===== src/rtl/core_pkg.sv =====
package core_pkg;
    localparam int OPW = 6;

    localparam logic [OPW-1:0] OPC_ADD   = 6'd0;
    localparam logic [OPW-1:0] OPC_SUB   = 6'd1;
    localparam logic [OPW-1:0] OPC_LOAD  = 6'd2;
    localparam logic [OPW-1:0] OPC_STORE = 6'd3;
    localparam logic [OPW-1:0] OPC_BRZ   = 6'd4;

    typedef enum logic [2:0] {
        K_ADD,
        K_SUB,
        K_LOAD,
        K_STORE,
        K_BRZ,
        K_NOP
    } kind_e;

    typedef struct packed {
        kind_e kind;
        logic  rf_we;
        logic  dm_we;
        logic  sub_en;
        logic  wb_mem;
        logic  dst_rd;
        logic  brz;
    } ctrl_t;
endpackage


===== src/rtl/core_regfile.sv =====
module core_regfile #(
    parameter int XLEN = 32,
    parameter int NREG = 32,
    localparam int AW  = $clog2(NREG)
) (
    input  logic            clk,
    input  logic            rst_n,
    input  logic [AW-1:0]   ra_a,
    input  logic [AW-1:0]   ra_b,
    output logic [XLEN-1:0] rd_a,
    output logic [XLEN-1:0] rd_b,
    input  logic            we,
    input  logic [AW-1:0]   wa,
    input  logic [XLEN-1:0] wd
);
    logic [XLEN-1:0] regs [NREG];

    always_ff @(posedge clk or negedge rst_n) begin
        if (!rst_n) begin
            for (int i = 0; i < NREG; i++) regs[i] <= '0;
        end else if (we && (wa != '0)) begin
            regs[wa] <= wd;
        end
    end

    assign rd_a = (ra_a == '0) ? '0 : regs[ra_a];
    assign rd_b = (ra_b == '0) ? '0 : regs[ra_b];
endmodule


===== src/rtl/core_decode.sv =====
module core_decode
    import core_pkg::*;
(
    input  logic [OPW-1:0] opcode,
    output ctrl_t          ctrl
);
    always_comb begin
        ctrl = '{kind: K_NOP, rf_we: 1'b0, dm_we: 1'b0, sub_en: 1'b0,
                 wb_mem: 1'b0, dst_rd: 1'b0, brz: 1'b0};
        unique case (opcode)
            OPC_ADD: begin
                ctrl.kind   = K_ADD;
                ctrl.rf_we  = 1'b1;
                ctrl.dst_rd = 1'b1;
            end
            OPC_SUB: begin
                ctrl.kind   = K_SUB;
                ctrl.rf_we  = 1'b1;
                ctrl.dst_rd = 1'b1;
                ctrl.sub_en = 1'b1;
            end
            OPC_LOAD: begin
                ctrl.kind   = K_LOAD;
                ctrl.rf_we  = 1'b1;
                ctrl.wb_mem = 1'b1;
            end
            OPC_STORE: begin
                ctrl.kind   = K_STORE;
                ctrl.dm_we  = 1'b1;
            end
            OPC_BRZ: begin
                ctrl.kind   = K_BRZ;
                ctrl.brz    = 1'b1;
            end
            default: ctrl.kind = K_NOP;
        endcase
    end
endmodule


===== src/rtl/core_exec.sv =====
module core_exec #(
    parameter int XLEN = 32,
    parameter int IMMW = 16,
    parameter int STEP = 4
) (
    input  logic [XLEN-1:0] rs_val,
    input  logic [XLEN-1:0] rt_val,
    input  logic [IMMW-1:0] imm,
    input  logic [XLEN-1:0] pc,
    input  logic            sub_en,
    input  logic            brz,
    output logic [XLEN-1:0] alu_y,
    output logic [XLEN-1:0] mem_addr,
    output logic [XLEN-1:0] next_pc
);
    logic [XLEN-1:0] imm_sx;
    logic [XLEN-1:0] pc_seq;
    logic            take;

    assign imm_sx   = {{(XLEN-IMMW){imm[IMMW-1]}}, imm};
    assign alu_y    = sub_en ? (rs_val - rt_val) : (rs_val + rt_val);
    assign mem_addr = rs_val + imm_sx;
    assign pc_seq   = pc + XLEN'(STEP);
    assign take     = brz && (rt_val == '0);
    assign next_pc  = take ? rs_val : pc_seq;
endmodule


===== src/rtl/mini_core.sv =====
module mini_core
    import core_pkg::*;
#(
    parameter int XLEN = 32,
    parameter int NREG = 32
) (
    input  logic            clk,
    input  logic            rst_n,
    output logic [XLEN-1:0] imem_addr,
    input  logic [31:0]     imem_rdata,
    output logic [XLEN-1:0] dmem_addr,
    output logic [XLEN-1:0] dmem_wdata,
    output logic            dmem_we,
    input  logic [XLEN-1:0] dmem_rdata
);
    localparam int AW   = $clog2(NREG);
    localparam int IMMW = 16;

    logic [XLEN-1:0] pc_q;
    logic [XLEN-1:0] pc_d;
    ctrl_t           ctrl;
    logic [AW-1:0]   f_rs, f_rt, f_rd, wa;
    logic [XLEN-1:0] rs_val, rt_val, alu_y, wd;
    logic            rf_we;

    assign f_rs = AW'(imem_rdata[25:21]);
    assign f_rt = AW'(imem_rdata[20:16]);
    assign f_rd = AW'(imem_rdata[15:11]);

    always_ff @(posedge clk or negedge rst_n) begin
        if (!rst_n) pc_q <= '0;
        else        pc_q <= pc_d;
    end

    core_decode u_dec (
        .opcode (imem_rdata[31:26]),
        .ctrl   (ctrl)
    );

    core_regfile #(.XLEN(XLEN), .NREG(NREG)) u_rf (
        .clk  (clk),
        .rst_n(rst_n),
        .ra_a (f_rs),
        .ra_b (f_rt),
        .rd_a (rs_val),
        .rd_b (rt_val),
        .we   (rf_we),
        .wa   (wa),
        .wd   (wd)
    );

    core_exec #(.XLEN(XLEN), .IMMW(IMMW), .STEP(4)) u_ex (
        .rs_val  (rs_val),
        .rt_val  (rt_val),
        .imm     (imem_rdata[IMMW-1:0]),
        .pc      (pc_q),
        .sub_en  (ctrl.sub_en),
        .brz     (ctrl.brz),
        .alu_y   (alu_y),
        .mem_addr(dmem_addr),
        .next_pc (pc_d)
    );

    assign rf_we      = ctrl.rf_we;
    assign wa         = ctrl.dst_rd ? f_rd : f_rt;
    assign wd         = ctrl.wb_mem ? dmem_rdata : alu_y;
    assign imem_addr  = pc_q;
    assign dmem_wdata = rt_val;
    assign dmem_we    = ctrl.dm_we;
endmodule


===== config.mk =====
export PLATFORM = sky130hd
export DESIGN_NAME = mini_core
export DESIGN_NICKNAME = d
export VERILOG_FILES = /design/src/rtl/core_pkg.sv /design/src/rtl/core_regfile.sv /design/src/rtl/core_decode.sv /design/src/rtl/core_exec.sv /design/src/rtl/mini_core.sv
export SDC_FILE = /design/constraint.sdc
export NUM_CORES = 2
export LEC_CHECK = 0
export BUFFER_PORTS_ARGS = -buffer_cell sky130_fd_sc_hd__buf_2
export CAP_MARGIN = 20
export CORE_MARGIN = 2
export CORE_UTILIZATION = 35
export CTS_BUF_LIST = sky130_fd_sc_hd__clkbuf_16
export CTS_CLUSTER_DIAMETER = 40
export CTS_CLUSTER_SIZE = 16
export DETAILED_ROUTE_END_ITERATION = 6
export PLACE_DENSITY_LB_ADDON = 0.3
export SYNTH_ARGS = -nofsm -noshare
export SYNTH_HDL_FRONTEND = slang
export SYNTH_SLANG_ARGS = --single-unit
export TNS_END_PERCENT = 50

===== constraint.sdc =====
create_clock -name clk -period 8.7 [get_ports clk]
set_input_delay 0.87 -clock clk [delete_from_list [all_inputs] [get_ports clk]]
set_output_delay 0.87 -clock clk [all_outputs]
set_load 0.01 [all_outputs]

Word level (Yosys, flattened, before mapping)
Cells that the tools add are included.
- reductions and logical operators: 10
- add/subtract/negate cells: 4
- muxes and demuxes: 21
- equality and inequality tests: 4
- magnitude comparators: 4
- bitwise gates (word level): 3
- operators with widths (kind ; number):
    $bwmux 1024 ; 1
    $bmux 32 s5 ; 2
    $mux 32 ; 10
    $demux 32 s5 ; 1
    $add 32x32->32 ; 2
    $add 32x3->32 const B ; 1
    $logic_not 32->1 ; 1
    $sub 32x32->32 ; 1
    $ge 6x6->1 const B ; 3
    $not 5->6 ; 3
    $eq 6x2->1 const B ; 2
    $logic_not 5->1 ; 2
    $eq 6x1->1 const B ; 1
    $eq 6x3->1 const B ; 1
    $logic_not 6->1 ; 1
    $lt 6x1->1 const B ; 1
    $mux 1 ; 6
    $mux 5 ; 1
    $reduce_bool 5->1 ; 1
    $logic_and 1x1->1 ; 3
    $reduce_or 3->1 ; 1
    $reduce_or 2->1 ; 1
- output and inout bits: 97
- register bits after elaboration: 1056
- logic and storage cells: 79
- input port bits: 66

Longest topological paths before layout
- depth in word-level cells: 10
- depth in mapped cells: 28
- mapped depth without buffers: 21

Hierarchy
Synthesis repeated with hierarchy kept, for this count alone.
- cells, all modules: 4418
- area, all modules: 60833.3 sq um
- modules (own cells, without submodules) (module ; area each (sq um) ; instances ; cells an instance ; sequential area each (sq um)):
    core_regfile ; 54369.6 ; 1 ; 3621 ; 25624.6
    core_exec ; 4966.0 ; 1 ; 711 ; 0.0
    mini_core ; 1401.3 ; 1 ; 73 ; 800.8
    core_decode ; 96.3 ; 1 ; 13 ; 0.0

Worst setup path after synthesis
OpenSTA, ideal clock, no wires.
- path type: input port to output port
- start point: in imem_rdata[21]
- end point: out dmem_addr[30]
- cell stages on the path: 22
- buffers on the path: 5
- arrival: 6.446 ns
- path slack: 1.384 ns
- data required time: 7.830 ns
- cell sequence: clkbuf_1 -> clkbuf_1 -> clkbuf_1 -> buf_1 -> buf_1 -> mux4_2 -> mux4_2 -> mux2i_1 -> nor2_1 -> ha_1 -> fa_1 -> a21o_1 -> a21oi_1 -> o211ai_1 -> a31oi_1 -> a21oi_1 -> o211ai_1 -> a21oi_1 -> o31ai_1 -> o21ai_0 -> a21oi_1 -> xnor2_1
- cells in the longest elaborated chain, start to end: 6
- elaborated cells on any way between the ends: 7
- classes of those cells: 1 x add/sub; 4 x mux; 1 x bitwise; 1 x reduce/logical
- RTL lines (what ; line ; text):
    start, declared ; mini_core.sv:10 ; input logic [31:0] imem_rdata,
    $not 5->6 (not written as such) ; core_regfile.sv:26 ; assign rd_a = (ra_a == '0) ? '0 : regs[ra_a];
    $bmux 32 s5 ; core_regfile.sv:26 ;
    $mux 32 (not written as such) (2 in series) ; core_regfile.sv:26 ;
    $mux 32 (*) ; core_regfile.sv:26 ;
    $add 32x32->32 (*) ; core_exec.sv:22 ; assign mem_addr = rs_val + imm_sx;
    end, declared ; mini_core.sv:11 ; output logic [XLEN-1:0] dmem_addr,
Every way passes the cells marked *; elsewhere a longest branch is shown, timed or not. The select of a mux whose other input is x is not followed.

Worst setup path in the final report
- start point: in imem_rdata[22]
- end point: out dmem_addr[30]
The elaborated chain is that of the path after synthesis.

==> summary.md <==
| Metric | Value |
|---|---|
| Status | `finished, final reports clean` |
| Crit path kind | `input port to output pin` |
| Synth unique cells | `80` |
| Io pins | `between 150 and 200` |
| Post-synthesis adder-cell area fraction | `under 10%` |
| GR Util met1 | `between 30% and 40%` |
| P_leak | `approximately 29 nW` |
| Area fraction in and, or, nand and nor cells after synthesis | `approximately a tenth` |
| Final ANT Viol Nets | `0` |
| FFs w/ async S/R, synth | `100%` |
| Hold WC Path Type | `input port to asynchronous set/reset pin` |
| Setup ws final | `between 1 and 1.5 ns` |
| Hold_buf cts | `0` |
| DIE HEIGHT | `412 um` |
| Final count of negative-setup-slack endpoints | `0` |
| Clock latency on the worst-skew pair | `around 0.8 ns` |
| Clock slew at reported path FFs | `~0.060 ns` |
| 1st-pass router iterations | `6` |
| Post-Synth XOR/XNOR Area | `roughly 1.6%` |
| Arr. time, crit path | `approximately 6.8 ns` |
| Yosys top cell by area | `dfrtp_1` |
| Fmax | `between 100 and 150 MHz` |
| Most used cell, CP | `a21oi_1` |
| Pwr/cell area | `between 150 and 200 mW/mm2` |
| Avg WL per Cell | `27.9 um` |
| Placement Setup Slack | `0.808 ns` |
| EDFF count, synth | `0` |
| Most common cell after layout, fill and taps aside | `dfrtp_1` |
| Root Driver | `clkbuf_16` |
| #FFs+latches synth | `~1,100` |
| CTS H-tree lvls | `4` |
| Post-Route WL | `~210,000 um` |
| Largest net degree at the start of global routing | `between 150 and 200` |
| GRT Overall Usage | `between 20% and 30%` |
| Vias per inst | `between 5 and 6` |
| Largest stage delay, worst path | `~0.9 ns` |
| Clock Path Buffers | `3` |
| Max-Cap Viols | `0` |
| RSZ-0062 raised after global routing | `no` |
| Avg Cell Area, Syn | `between 10 and 15 um2` |
| Multiplexer area fraction after synthesis | `between 20% and 30%` |
| CP cell instances | `buf_8 -> buf_4 -> mux4_2 -> mux4_2 -> nand2b_1 -> a21oi_1 -> ha_1 -> a21o_1 -> a21oi_1 -> o211ai_1 -> a31oi_1 -> a21oi_1 -> o211ai_1 -> a21oi_1 -> o31ai_1 -> o21ai_0 -> a21oi_1 -> xnor2_1 -> buf_2` |
| Syn Nets | `5,481` |
| Top post-synthesis cells by area | `dfrtp_1 (45%), mux4_2 (20%), o21ai_0 (7.8%)` |
| Sequential share of the synthesized area | `between 40% and 50%` |
| Met3 usage in global routing | `6.83%` |
| CTS Sinks | `around 1,100` |
| GR peak layer | `met1` |
| Drt initial violations | `5,620` |
| Mapped Cells | `5,349` |
| Area growth from synthesis to layout | `14.9%` |
| Synth Area in Compound Gates | `between 10% and 20%` |
| Rows | `between 100 and 150` |
| Startpoint types | `input port` |
| Worst Path Max Fanout | `95` |
| TritonCTS buffer count | `roughly 160` |
| CP endpoint kind | `output pin` |
| Max VDD drop | `0.000200 V` |
| Period Utilization, post-route | `87.6%` |
| Setup Buffers After CTS | `0` |
| Worst path bufs/invs | `3` |
| Mapped Area | `between 0.05 and 0.06 mm2` |
| Max-slew violations | `0` |
| Full die area | `roughly 0.17 mm2` |
| Fin nets | `~5,400` |
| First-pass GRT wire length | `313,000 um` |
| Slowest CP cell | `a21oi_1` |
| DR DRC count | `0` |
| Die Wd | `roughly 400 um` |
| Commonest cells after routing, fill and taps aside | `dfrtp_1 (1,056), nand2_1 (1,013), o21ai_0 (901), mux4_2 (528), a21oi_1 (211)` |
| Fin Hold WS | `roughly 0.12 ns` |
| Core area | `0.165 mm2` |
| Grt total ovfl | `0` |
| HPWL Detailed | `around 130,000 um` |
| Port Buffers | `162` |
| Yosys warns | `0` |
| Share of layout cells above drive strength 1 | `between 20% and 30%` |
| Critical path's top delay family | `compound AO/OA/AOI/OAI gates` |
| Via Count | `about 45,000` |
| Clk_skew | `roughly 0.037 ns` |
| Top-area cell type share of the netlist area | `between 40% and 50%` |
| Vias in the first global route | `roughly 44,000` |
| Initial antenna violation count | `10` |
| Met2 GRT Util | `approximately 36%` |
| Fill cell count | `between 15,000 and 20,000` |
| Setup TNS | `0 ns` |
| Worst slew margin | `under 10%` |
| CP required | `7.83 ns` |
| Initial Utilization | `between 30% and 40%` |
| Final Critical Period | `~7.6 ns` |
| Ys flop type | `dfrtp_1` |
| Endpoints failing hold | `0` |
| GPL Wtd Cong | `~0.91` |
| CTS tree | `done` |
| Number of gates resized after CTS | `0` |
| Worst-Margin Slew | `1.36 ns` |
| Largest family of logic cells by synthesized area | `multiplexers` |
## per-layer routing
metal	routed length (um)	part of all wire, %
met3	23600	11
met1	91500	43
met5	31	0.015
met2	90900	43
met4	7200	3.4
## per-stage QoR
step	instance area (um2)	power, mW	std cells	utilization [%]
finish	66800	13.3	7641	40.5
global route	66800	13.7	7634	40.5
CTS	66600	13.3	7622	40.4
detailed placement	61200	6.72	7329	37.1
global placement	61000	6.68	7321	37.0
floorplan	58200	6.13	5349	-
## flip-flops by register name, indices dropped and copies added, names as in the netlist
name and cells:
imem_addr 32, u_rf.regs 1024
## cell families (layout without fill, tap and decap cells)
kind of cell	count (synthesis)	after routing
simple gates	1470	1470
buf+inv	556	652
mux	701	701
flops	1056	1056
compound gates	1393	1393
xor+xnor	107	107
fa+ha+maj	66	66
other cells	0	7
## Yosys cell counts, drive strengths merged, types with 45 or more instances
master,count
nand2,1040
nand2b,45
xnor2,75
clkbuf,400
a21oi,221
nor2,188
ha,64
mux2,49
mux2i,124
o21ai,946
mux4,528
buf,118
dfrtp,1056
## where the power goes
part | switching, mW | total (mW) | leakage (nW) | internal (mW)
registers | 0.140 | 5.22 | 14.6 | 5.08
clock network | 2.49 | 6.62 | 2.70 | 4.13
logic | 0.927 | 1.45 | 11.3 | 0.528
## cell type report
class | instances | area, um2 | share of cell area (%)
clock inverter | 130 | 1380 | 2.06
timing repair buffer | 321 | 2410 | 3.60
antenna | 7 | 17.5 | 0.0262
tap | 2189 | 2740 | 4.10
multi-input combinational | 3737 | 29700 | 44.4
clock buffer | 163 | 4080 | 6.10
sequential | 1056 | 26400 | 39.5
inverter | 38 | 143 | 0.213
## worst reg2reg max path, cell delays in order, from the launching register on
cell and delay [ns]:
dfrtp_1 0.40, mux4_2 0.48, mux4_2 0.51, nor2_1 0.10, and3b_1 0.28, nand3b_1 0.25, nor4_2 0.28, nand2_1 0.17
o41a_1 0.43, nor2_1 0.15, xor2_1 0.25, ha_1 0.33, and3_1 0.23, a211oi_1 0.22, o21ai_0 0.16, a21o_1 0.20
a31oi_1 0.51, o21ai_0 0.33, a21boi_0 0.29, xnor2_1 0.12, mux2i_2 0.24, buf_4 0.34, o21ai_0 0.16
## worst paths after layout
| path | depth (start not counted) | startpoint | slack, ns | endpoint |
|---|---|---|---|---|
| min | 1 | rst_n | 0.12 | u_rf.regs[289] |
| min reg2reg | 0 | u_rf.regs[1018] | 0.39 | u_rf.regs[1018] |
| max | 19 | imem_rdata[22] | 1.08 | dmem_addr[30] |
| min in group clk | 0 | u_rf.regs[1018] | 0.39 | u_rf.regs[1018] |
| max in group asynchronous | 3 | rst_n | 6.50 | u_rf.regs[279] |
| max reg2reg | 22 | u_rf.regs[804] | 2.09 | u_rf.regs[413] |
(Power assumes the default switching activity.)
